--- src/rtl/eeprom_bb_pkg.sv ---
// Shared definitions for the bit-banged EEPROM slave.
// Assumes the image is byte-wide; wider parameterisations zero-extend it.
package eeprom_bb_pkg;

    // Constant image contents: a handful of leading bytes, zero elsewhere.
    function automatic logic [7:0] image_byte(input int unsigned idx);
        case (idx)
            0:       image_byte = 8'h80;
            1:       image_byte = 8'h08;
            2:       image_byte = 8'h04;
            3:       image_byte = 8'h0D;
            default: image_byte = 8'h00;
        endcase
    endfunction

endpackage

--- src/rtl/eeprom_bb_line_mon.sv ---
// Classifies one line update against the previously stored levels.
// Purely combinational; assumes the stored levels come from the sequencer.
module eeprom_bb_line_mon (
    input  logic scl_i,
    input  logic sda_i,
    input  logic scl_q,
    input  logic sda_q,
    output logic start_o,
    output logic stop_o,
    output logic rise_o,
    output logic same_o
);
    // Data moving while clock is held high marks a start or a stop.
    always_comb begin
        start_o = scl_q && scl_i && sda_q && !sda_i;
        stop_o  = scl_q && scl_i && !sda_q && sda_i;
        rise_o  = !scl_q && scl_i;
        same_o  = (sda_q == sda_i);
    end
endmodule

--- src/rtl/eeprom_bb_rom.sv ---
// Read-only byte image, combinational read.
// Assumes DEPTH = 2**BYTE_W entries, contents taken from the package.
module eeprom_bb_rom
    import eeprom_bb_pkg::*;
#(
    parameter int BYTE_W = 8,
    localparam int DEPTH = 1 << BYTE_W
) (
    input  logic [BYTE_W-1:0] rd_addr_i,
    output logic [BYTE_W-1:0] rd_data_o
);
    logic [BYTE_W-1:0] img [DEPTH];

    // One constant per entry, sized to the configured byte width.
    for (genvar gi = 0; gi < DEPTH; gi++) begin : g_img
        assign img[gi] = BYTE_W'(image_byte(gi));
    end

    // Lookup of the addressed entry.
    assign rd_data_o = img[rd_addr_i];
endmodule

--- src/rtl/eeprom_bb_seq.sv ---
// Transaction sequencer: tick counter, acknowledge flag, command, address
// and data shift registers, plus the stored line levels.
// Assumes event flags from eeprom_bb_line_mon and an external image lookup
// fed with the next address value.
module eeprom_bb_seq #(
    parameter int BYTE_W = 8,
    localparam int TICK_W = $clog2(2 * BYTE_W + 2)
) (
    input  logic              clk,
    input  logic              rst_n,
    input  logic              valid_i,
    input  logic              sda_i,
    input  logic              scl_i,
    input  logic              start_i,
    input  logic              stop_i,
    input  logic              rise_i,
    input  logic              same_i,
    output logic [BYTE_W-1:0] rom_addr_o,
    input  logic [BYTE_W-1:0] rom_data_i,
    output logic              scl_q_o,
    output logic              sda_q_o,
    output logic [TICK_W-1:0] tick_o,
    output logic              ack_o
);
    localparam logic [TICK_W-1:0] TICK_FIRST = TICK_W'(1);
    localparam logic [TICK_W-1:0] CMD_END    = TICK_W'(BYTE_W + 1);
    localparam logic [TICK_W-1:0] ADDR_END   = TICK_W'(2 * BYTE_W + 1);

    logic [TICK_W-1:0] tick_q, tick_n, tick_inc;
    logic              ack_q, ack_n;
    logic [BYTE_W-1:0] cmd_q, cmd_n;
    logic [BYTE_W-1:0] addr_q, addr_n, addr_shift;
    logic [BYTE_W-1:0] data_q, data_n;
    logic              scl_q, sda_q, drive;

    // Address with the incoming bit appended; also the image lookup index.
    assign addr_shift = {addr_q[BYTE_W-2:0], sda_i};
    assign rom_addr_o = addr_shift;
    assign tick_inc   = tick_q + TICK_FIRST;

    // Next-state decision for one strobed line update.
    always_comb begin
        tick_n = tick_q;
        ack_n  = ack_q;
        cmd_n  = cmd_q;
        addr_n = addr_q;
        data_n = data_q;
        drive  = sda_i;
        if (start_i || stop_i) begin
            if (start_i) begin
                tick_n = TICK_FIRST;
                cmd_n  = '0;
            end
        end else if ((tick_q == '0) && !ack_q) begin
            drive = sda_i;
        end else if (rise_i) begin
            if (ack_q) begin
                drive = 1'b0;
                ack_n = 1'b0;
            end else if (same_i) begin
                if (tick_q < CMD_END) begin
                    cmd_n  = {cmd_q[BYTE_W-2:0], sda_i};
                    tick_n = tick_inc;
                    if (tick_inc == CMD_END) begin
                        ack_n = 1'b1;
                    end
                end else if (tick_q < ADDR_END) begin
                    if (cmd_q[0]) begin
                        drive = data_q[BYTE_W-1];
                    end
                    addr_n = addr_shift;
                    data_n = {data_q[BYTE_W-2:0], 1'b0};
                    tick_n = tick_inc;
                    if (tick_inc == ADDR_END) begin
                        data_n = rom_data_i;
                        ack_n  = 1'b1;
                        tick_n = '0;
                    end
                end else begin
                    drive = 1'b0;
                end
            end
        end
    end

    // State and stored line levels advance only on a strobe.
    always_ff @(posedge clk) begin
        if (!rst_n) begin
            tick_q <= '0;
            ack_q  <= 1'b0;
            cmd_q  <= '0;
            addr_q <= '0;
            data_q <= '0;
            scl_q  <= 1'b1;
            sda_q  <= 1'b1;
        end else if (valid_i) begin
            tick_q <= tick_n;
            ack_q  <= ack_n;
            cmd_q  <= cmd_n;
            addr_q <= addr_n;
            data_q <= data_n;
            scl_q  <= scl_i;
            sda_q  <= drive;
        end
    end

    assign scl_q_o = scl_q;
    assign sda_q_o = sda_q;
    assign tick_o  = tick_q;
    assign ack_o   = ack_q;
endmodule

--- src/rtl/eeprom_bb_slave.sv ---
// Top of the bit-banged EEPROM read slave.
// Assumes the master presents each new clock/data pair with a one-cycle
// valid strobe; the returned data level is registered.
module eeprom_bb_slave #(
    parameter int BYTE_W = 8,
    localparam int TICK_W = $clog2(2 * BYTE_W + 2)
) (
    input  logic clk,
    input  logic rst_n,
    input  logic valid_i,
    input  logic scl_i,
    input  logic sda_i,
    output logic sda_o
);
    logic              ev_start, ev_stop, ev_rise, ev_same;
    logic              line_scl_q, line_sda_q;
    logic [TICK_W-1:0] tick_w;
    logic              ack_w;
    logic [BYTE_W-1:0] rom_addr, rom_data;

    // Edge and condition classification.
    eeprom_bb_line_mon u_mon (
        .scl_i   (scl_i),
        .sda_i   (sda_i),
        .scl_q   (line_scl_q),
        .sda_q   (line_sda_q),
        .start_o (ev_start),
        .stop_o  (ev_stop),
        .rise_o  (ev_rise),
        .same_o  (ev_same)
    );

    // Transaction state.
    eeprom_bb_seq #(.BYTE_W(BYTE_W)) u_seq (
        .clk        (clk),
        .rst_n      (rst_n),
        .valid_i    (valid_i),
        .sda_i      (sda_i),
        .scl_i      (scl_i),
        .start_i    (ev_start),
        .stop_i     (ev_stop),
        .rise_i     (ev_rise),
        .same_i     (ev_same),
        .rom_addr_o (rom_addr),
        .rom_data_i (rom_data),
        .scl_q_o    (line_scl_q),
        .sda_q_o    (line_sda_q),
        .tick_o     (tick_w),
        .ack_o      (ack_w)
    );

    // Byte image.
    eeprom_bb_rom #(.BYTE_W(BYTE_W)) u_rom (
        .rd_addr_i (rom_addr),
        .rd_data_o (rom_data)
    );

    assign sda_o = line_sda_q;
endmodule

--- config.mk ---
export PLATFORM = sky130hd
export DESIGN_NAME = eeprom_bb_slave
export DESIGN_NICKNAME = d
export VERILOG_FILES = /design/src/rtl/eeprom_bb_pkg.sv /design/src/rtl/eeprom_bb_line_mon.sv /design/src/rtl/eeprom_bb_rom.sv /design/src/rtl/eeprom_bb_seq.sv /design/src/rtl/eeprom_bb_slave.sv
export SDC_FILE = /design/constraint.sdc
export NUM_CORES = 1
export LEC_CHECK = 0
export BUFFER_PORTS_ARGS = -buffer_cell sky130_fd_sc_hd__clkbuf_2
export CORE_MARGIN = 2
export CORE_UTILIZATION = 55
export CTS_BUF_LIST = sky130_fd_sc_hd__clkbuf_2 sky130_fd_sc_hd__clkbuf_4 sky130_fd_sc_hd__clkbuf_8
export DETAILED_ROUTE_END_ITERATION = 10
export PLACE_DENSITY = 0.81
export RECOVER_POWER = 100
export SYNTH_ARGS = -nofsm -noshare
export SYNTH_HDL_FRONTEND = slang
export SYNTH_SLANG_ARGS = --single-unit
--- constraint.sdc ---
create_clock -name clk -period 6.15 [get_ports clk]
set_input_delay 1.5375 -clock clk [delete_from_list [all_inputs] [get_ports clk]]
set_output_delay 1.5375 -clock clk [all_outputs]
set_load 0.005 [all_outputs]
==> results of run 1 <==
-- sequential cells by signal, indices dropped and copies added, names as in the netlist --
register       count
u_seq.tick_o       5
u_seq.addr_q       7
u_seq.sda_q_o      1
u_seq.data_q       8
u_seq.cmd_q        1
u_seq.ack_o        1
u_seq.scl_q_o      1
-- logic make-up after synthesis --
| logic type | count (synthesis) |
|---|---|
| flops | 24 |
| compound gates | 56 |
| fa+ha+maj | 2 |
| simple gates | 72 |
| mux | 3 |
| xor+xnor | 2 |
| buf+inv | 19 |
-- metal layers --
layer  routed length, µm  track usage, %  share of wire [%]  up-vias
met5                   0               0                  0        -
met4                  41            7.50                1.5        0
met3                 139            2.46                5.0        7
met2                1340            31.9                 48       32
met1                1290            28.0                 46      607
li1                    -               -                  -      632
-- cell type report --
class / count / area share [%]
inverters: 4 / 1.06
multi-input cells: 135 / 58.3
repair buffers: 5 / 1.59
flip-flops and latches: 24 / 33.8
clock buffers: 4 / 2.56
well taps: 30 / 2.64
-- power by group through the flow --
stage / Sequential [W] / Combinational [W] / Clock (W)
after floorplan: 0.000163 / 0.0000183 / 0
after global placement: 0.000164 / 0.0000209 / 0
after detailed placement: 0.000164 / 0.0000218 / 0
after CTS: 0.000161 / 0.0000218 / 0.0000838
after global routing: 0.000161 / 0.0000240 / 0.0000903
final: 0.000161 / 0.0000217 / 0.0000843
-- per-stage QoR --
stage          cells  total power (W)  utilization (%)  hold WS (ns)  instance area, µm²
3_3_place_gp     198         0.000185             56.5         0.442                1390
3_5_place_dp     198         0.000186             56.5         0.448                1390
4_1_cts          202         0.000266             58.0         0.466                1420
2_1_floorplan    178         0.000181                -         0.432                1410
5_1_grt          202         0.000275             57.8         0.479                1420
6_report         202         0.000267             57.8         0.465                1420
-- cells in the mapped netlist, types with 3 or more instances --
cell type,number
a21oi_1,21
buf_2,9
clkbuf_1,3
dfxtp_1,24
inv_1,3
nand2_1,24
nand3_1,9
nor2_1,12
nor2b_1,5
nor3_1,3
o211ai_1,5
o21ai_0,10
-- critical path, stage by stage --
cell and delay [ns]:
clkbuf_1 0.36, xnor2_1 0.25, and2_0 0.20, nand3_1 0.35
or4b_1 0.62, a21oi_1 0.15
-- worst max path at each step --
| stage | start | depth (start not counted) | endpoint | slack [ns] |
|---|---|---|---|---|
| CTS | sda_i | 6 | u_seq.data_q[0] | 3.05 |
| global route | sda_i | 6 | u_seq.data_q[0] | 2.79 |
| finish | sda_i | 6 | u_seq.data_q[0] | 2.92 |
| detailed placement | sda_i | 6 | u_seq.data_q[0] | 2.72 |
| global placement | sda_i | 6 | u_seq.data_q[0] | 2.86 |
| floorplan | sda_i | 7 | u_seq.cmd_q[0] | 3.20 |
-- layout by cell type (no fill, tap or decap), types with 3 or more instances in the layout --
cell	synthesis	routed
a21oi_1	21	21
clkbuf_2	0	3
clkbuf_4	0	3
dfxtp_1	24	24
inv_1	3	3
nand2_1	24	24
nand3_1	9	9
nor2_1	12	12
nor2b_1	5	5
nor3_1	3	3
o211ai_1	5	5
o21ai_0	10	10
==> impl_metrics.ini, run 1 <==
[clocking]
clk_latency_ns = 0.33
postCtsHoldBufs = 0
cts_buffers = 3
clkTransAtPathRegs_ns = 0.14
clockBufferDepth = 2
clockRootBuffer = clkbuf_4
tritoncts = done
cts_resized = 0
htreeDepth = 1
cts_setup_buffers = 0
cts_sinks = 24

[logic_synthesis]
synth_top_family_by_area = compound AO/OA/AOI/OAI gates
synth_top_area_cell = dfxtp_1
synthFlopType = dfxtp_1
ys_async_sr_fraction_pct = 0
synth_nets = 185
synthMuxAreaShare_pct = 2.22
synth_edf_count = 0
synth_simple_gate_area_share_pct = 26.4
synthAdderAreaFrac_pct = 1.77
syn_area_um2 = 1410
syn-mean-instance-area_um2 = 7.92
synth_compound_gate_area_share_pct = 27.2
yosysTopAreaCellShare_pct = 34.1
ys_ff_latch = 24
yosys-top-cells-area = dfxtp_1 (34%), a21oi_1 (7.5%), nand2_1 (6.4%)
synth_xor_area_share_pct = 1.24
seq_area_frac_synth_pct = 34.1
synthDistinctLibCells = 51
syn_inst = 178
ys_warn_count = 0

[setup_path]
arrival_ns = 3.48
cp_data_required_time_ns = 6.41
cp_max_fo = 13
timing.rr.start = u_seq.tick_o[0]
critPathKind = primary input to flop
r2r_cells = 7
r2r-end = u_seq.data_q[0]
end_kind = flop
start_kind = primary input
r2r_slack_ns = 3.54

[sta]
finalSetupViolCount = 0
hold_violations = 0
tightest_slew_ns = 0.525
rsz0062_at_grt = no
worst_slack_ns = 2.92
max_freq_mhz = 310
slew_violations = 0
fin_crit_sh_pct = 52.5
tns_ns = 0
clock_skew_ns = 0.0164
period_needed_ns = 3.23
max-slew-margin-rel_pct = 65.0

[power_and_ir_drop]
power_switching_w = 0.0000647
p_comb_share_pct = 8.2
p_leak_nw = 0.516
p_per_area_nw_per_um2 = 188
switching_share_pct = 24.3
p_seq_share_pct = 60.2
ir_worst_vdd_uv = 168
p_clk_share_pct = 31.6
power.internal_w = 0.000202

[place]
place_congestion = 0.860
io_buffer_count = 5
hpwl_um = 1990
dp_slack_ns = 2.72

[finish]
multi_input_area_um2 = 828
fill_cells = 219
area_growth_syn_to_layout_pct = 0.710
final_layout_size_suffix_gt1_share_pct = 8.72
nets = 180
diodes = 0
regArea_um2 = 480

[detailed_routing]
drc_errors = 0
drt_wl_total_um = 2810
routedWlPerCell_um = 13.9
routed_via_density = 6.33
antenna_left = 0
drt_pass1_iterations = 4
vias = 1278
drt-initial-drc-count = 26

[grt]
track_usage_pct = 20.2
antenna_found_initial = 0
grt_start_max_net_pins = 18
grt_pass1_wl_um = 4440
grt-ovfl-total = 0
grt_pass1_vias = 1023

[hold_path]
hold_depth = 2
hold_end = u_seq.data_q[6]
hold_start = u_seq.data_q[5]
hold_path_class = flop to flop

[floorplanning]
start_util_pct = 57.4
die_area_um2 = 2980
row_count = 18
fp.coreArea_um2 = 2450
fp.dieH_um = 54.6
ios = 6
die_w_um = 54.6

[run_status]
status = complete, no violations

[flow_run]
cap_violations = 0
No activity file was read; power rests on OpenSTA's default activity.
==> run 2, diff against run 1 <==
--- a/config.mk
+++ b/config.mk
@@ -10,7 +10,7 @@
 export CORE_UTILIZATION = 55
 export CTS_BUF_LIST = sky130_fd_sc_hd__clkbuf_2 sky130_fd_sc_hd__clkbuf_4 sky130_fd_sc_hd__clkbuf_8
 export DETAILED_ROUTE_END_ITERATION = 10
-export PLACE_DENSITY = 0.81
+export PLACE_DENSITY = 0.84
 export RECOVER_POWER = 100
 export SYNTH_ARGS = -nofsm -noshare
 export SYNTH_HDL_FRONTEND = slang
==> constraint.sdc (replaced) <==
create_clock -name clk -period 2.65 [get_ports clk]
set_input_delay 0.6625 -clock clk [delete_from_list [all_inputs] [get_ports clk]]
set_output_delay 0.6625 -clock clk [all_outputs]
set_load 0.005 [all_outputs]
==> run 2 against run 1 <==
Against the previous run:
- clock power grew to 3.1 times the previous value
- final area increased by 3.3%
- total power rose to 2.6 times the previous value
- first-iteration DRC count increased by 62%
- global-route usage is 2.6 points higher
- combinational power rose to 2.5 times the previous value
- worst setup slack lost 2.7 ns
- non-clock buffer count rose by 4
- largest power group unchanged
==> impl_metrics.ini, run 2 (synthesis results as in run 1) <==
[run_status]
status = complete, no violations

[hold_path]
hold_path_class = flop to flop
hold_start = u_seq.data_q[1]

[finish]
area_growth_syn_to_layout_pct = 4.08
final_layout_size_suffix_gt1_share_pct = 10.8
nets = 184
final_cell_mix = nand2_1 (24), dfxtp_1 (24), a21oi_1 (21)
finalInstanceArea_um2 = 1470
largest_register_ffs = 8
diodes = 0
final_core_util_pct = 59.8
regMostFlops = u_seq.data_q

[place]
place_congestion = 0.871
hpwl_um = 2100
placed_area_um2 = 1420
io_buffer_count = 5

[detailed_routing]
drc_errors = 0
drt_wl_total_um = 3030
drt-initial-drc-count = 42
antenna_left = 0
routedWlPerCell_um = 14.7
drt_pass1_iterations = 4
vias = 1275
routed_via_density = 6.19

[grt]
grt-ovfl-total = 0
grt_busiest_layer = met2
use_met2_pct = 41.5
grt_start_max_net_pins = 18
grt_pass1_vias = 1127
use_met3_pct = 3.55
grt_pass1_wl_um = 4920
grt_use_met1_pct = 26.8
track_usage_pct = 22.8
antenna_found_initial = 0

[clocking]
clockRootBuffer = clkbuf_4
cts_buffers = 3
cts_resized = 0
cts_setup_buffers = 0
htreeDepth = 1
cts_sinks = 24
clockBufferDepth = 2
postCtsHoldBufs = 0
clkTransAtPathRegs_ns = 0.13
tritoncts = done
clk_latency_ns = 0.31

[sta]
max-slew-margin-rel_pct = 64.6
tns_ns = 0
fin_crit_sh_pct = 90.6
max_freq_mhz = 416
period_needed_ns = 2.40
finalSetupViolCount = 0
slew_violations = 0
hold_violations = 0
whs_ns = 0.460
rsz0062_at_grt = no
clock_skew_ns = 0.00482
tightest_slew_ns = 0.531

[setup_path]
cp_data_required_time_ns = 2.86
cp_max_fo = 11
start_kind = flop
timing.rr.start = u_seq.tick_o[1]
crit_slowest_cell = or4b_1
critPathKind = flop to flop
path_cells = inv_1 > ha_1 > or3b_1 > nor3_1 > or4b_1 > o211ai_1 > o41ai_2
end_kind = flop
critical-path-max-stage-delay_ns = 0.71
timing.critical_path.from = u_seq.tick_o[1]
arrival_ns = 2.61

[floorplanning]
fp.dieH_um = 54.6
row_count = 18
ios = 6
die_w_um = 54.6
fp.coreArea_um2 = 2450
start_util_pct = 57.4
die_area_um2 = 2980

[power_and_ir_drop]
p_per_area_nw_per_um2 = 470
p_leak_nw = 0.549
ir_worst_vdd_uv = 402

[flow_run]
cap_violations = 0
[run 2: cell types whose count changed in the layout (fill, tap and decap cells not counted), sizes merged]
cell,before,now
buf,0,4
clkbuf,9,8
bufinv,0,1
[run 2: area by class of cell]
class                   instances  area, µm²
clock buffers                   3       22.5
fillers                       222        987
flip-flops and latches         24        480
inverters                       4       15.0
well taps                      30       37.5
multi-input cells             135        828
repair buffers                  9       53.8
clock inverters                 1       30.0
[run 2: stage by stage]
step	setup slack (ns)	instances	power [W]
after global placement	0.369	202	0.000430
after global routing	0.122	206	0.000707
after floorplan	0.525	178	0.000420
final	0.248	206	0.000690
after CTS	0.273	206	0.000689
after detailed placement	0.301	202	0.000433
[run 2: worst paths after layout]
check | end | slack [ns] | depth (start not counted)
worst min register to register | u_seq.data_q[1] | 0.46 | 2
worst max-delay path | u_seq.cmd_q[0] | 0.25 | 7
worst max register to register | u_seq.cmd_q[0] | 0.25 | 7
worst min-delay path | u_seq.data_q[1] | 0.46 | 2
[run 2: power by group]
group	switching (W)	internal, W
Sequential	0.00000653	0.000364
Clock	0.000111	0.000153
Combinational	0.0000332	0.0000214
[run 2: routing by layer]
| layer | wire length [µm] | vias up | part of all wire (%) |
|---|---|---|---|
| met2 | 1570 | 24 | 52 |
| met1 | 1340 | 612 | 44 |
| met4 | 34 | 0 | 1.1 |
| met5 | 0 | - | 0 |
| li1 | - | 635 | - |
| met3 | 88 | 4 | 2.9 |
[run 2: worst max-delay path, delay by kind of cell, from the launching register on]
kind	cells	cell delay, ns
buffers and inverters	1	0.08
AND/OR/NAND/NOR	3	1.05
AO/OA/AOI/OAI	2	0.38
flip-flops	1	0.54
adder cells (fa/ha/maj)	1	0.25
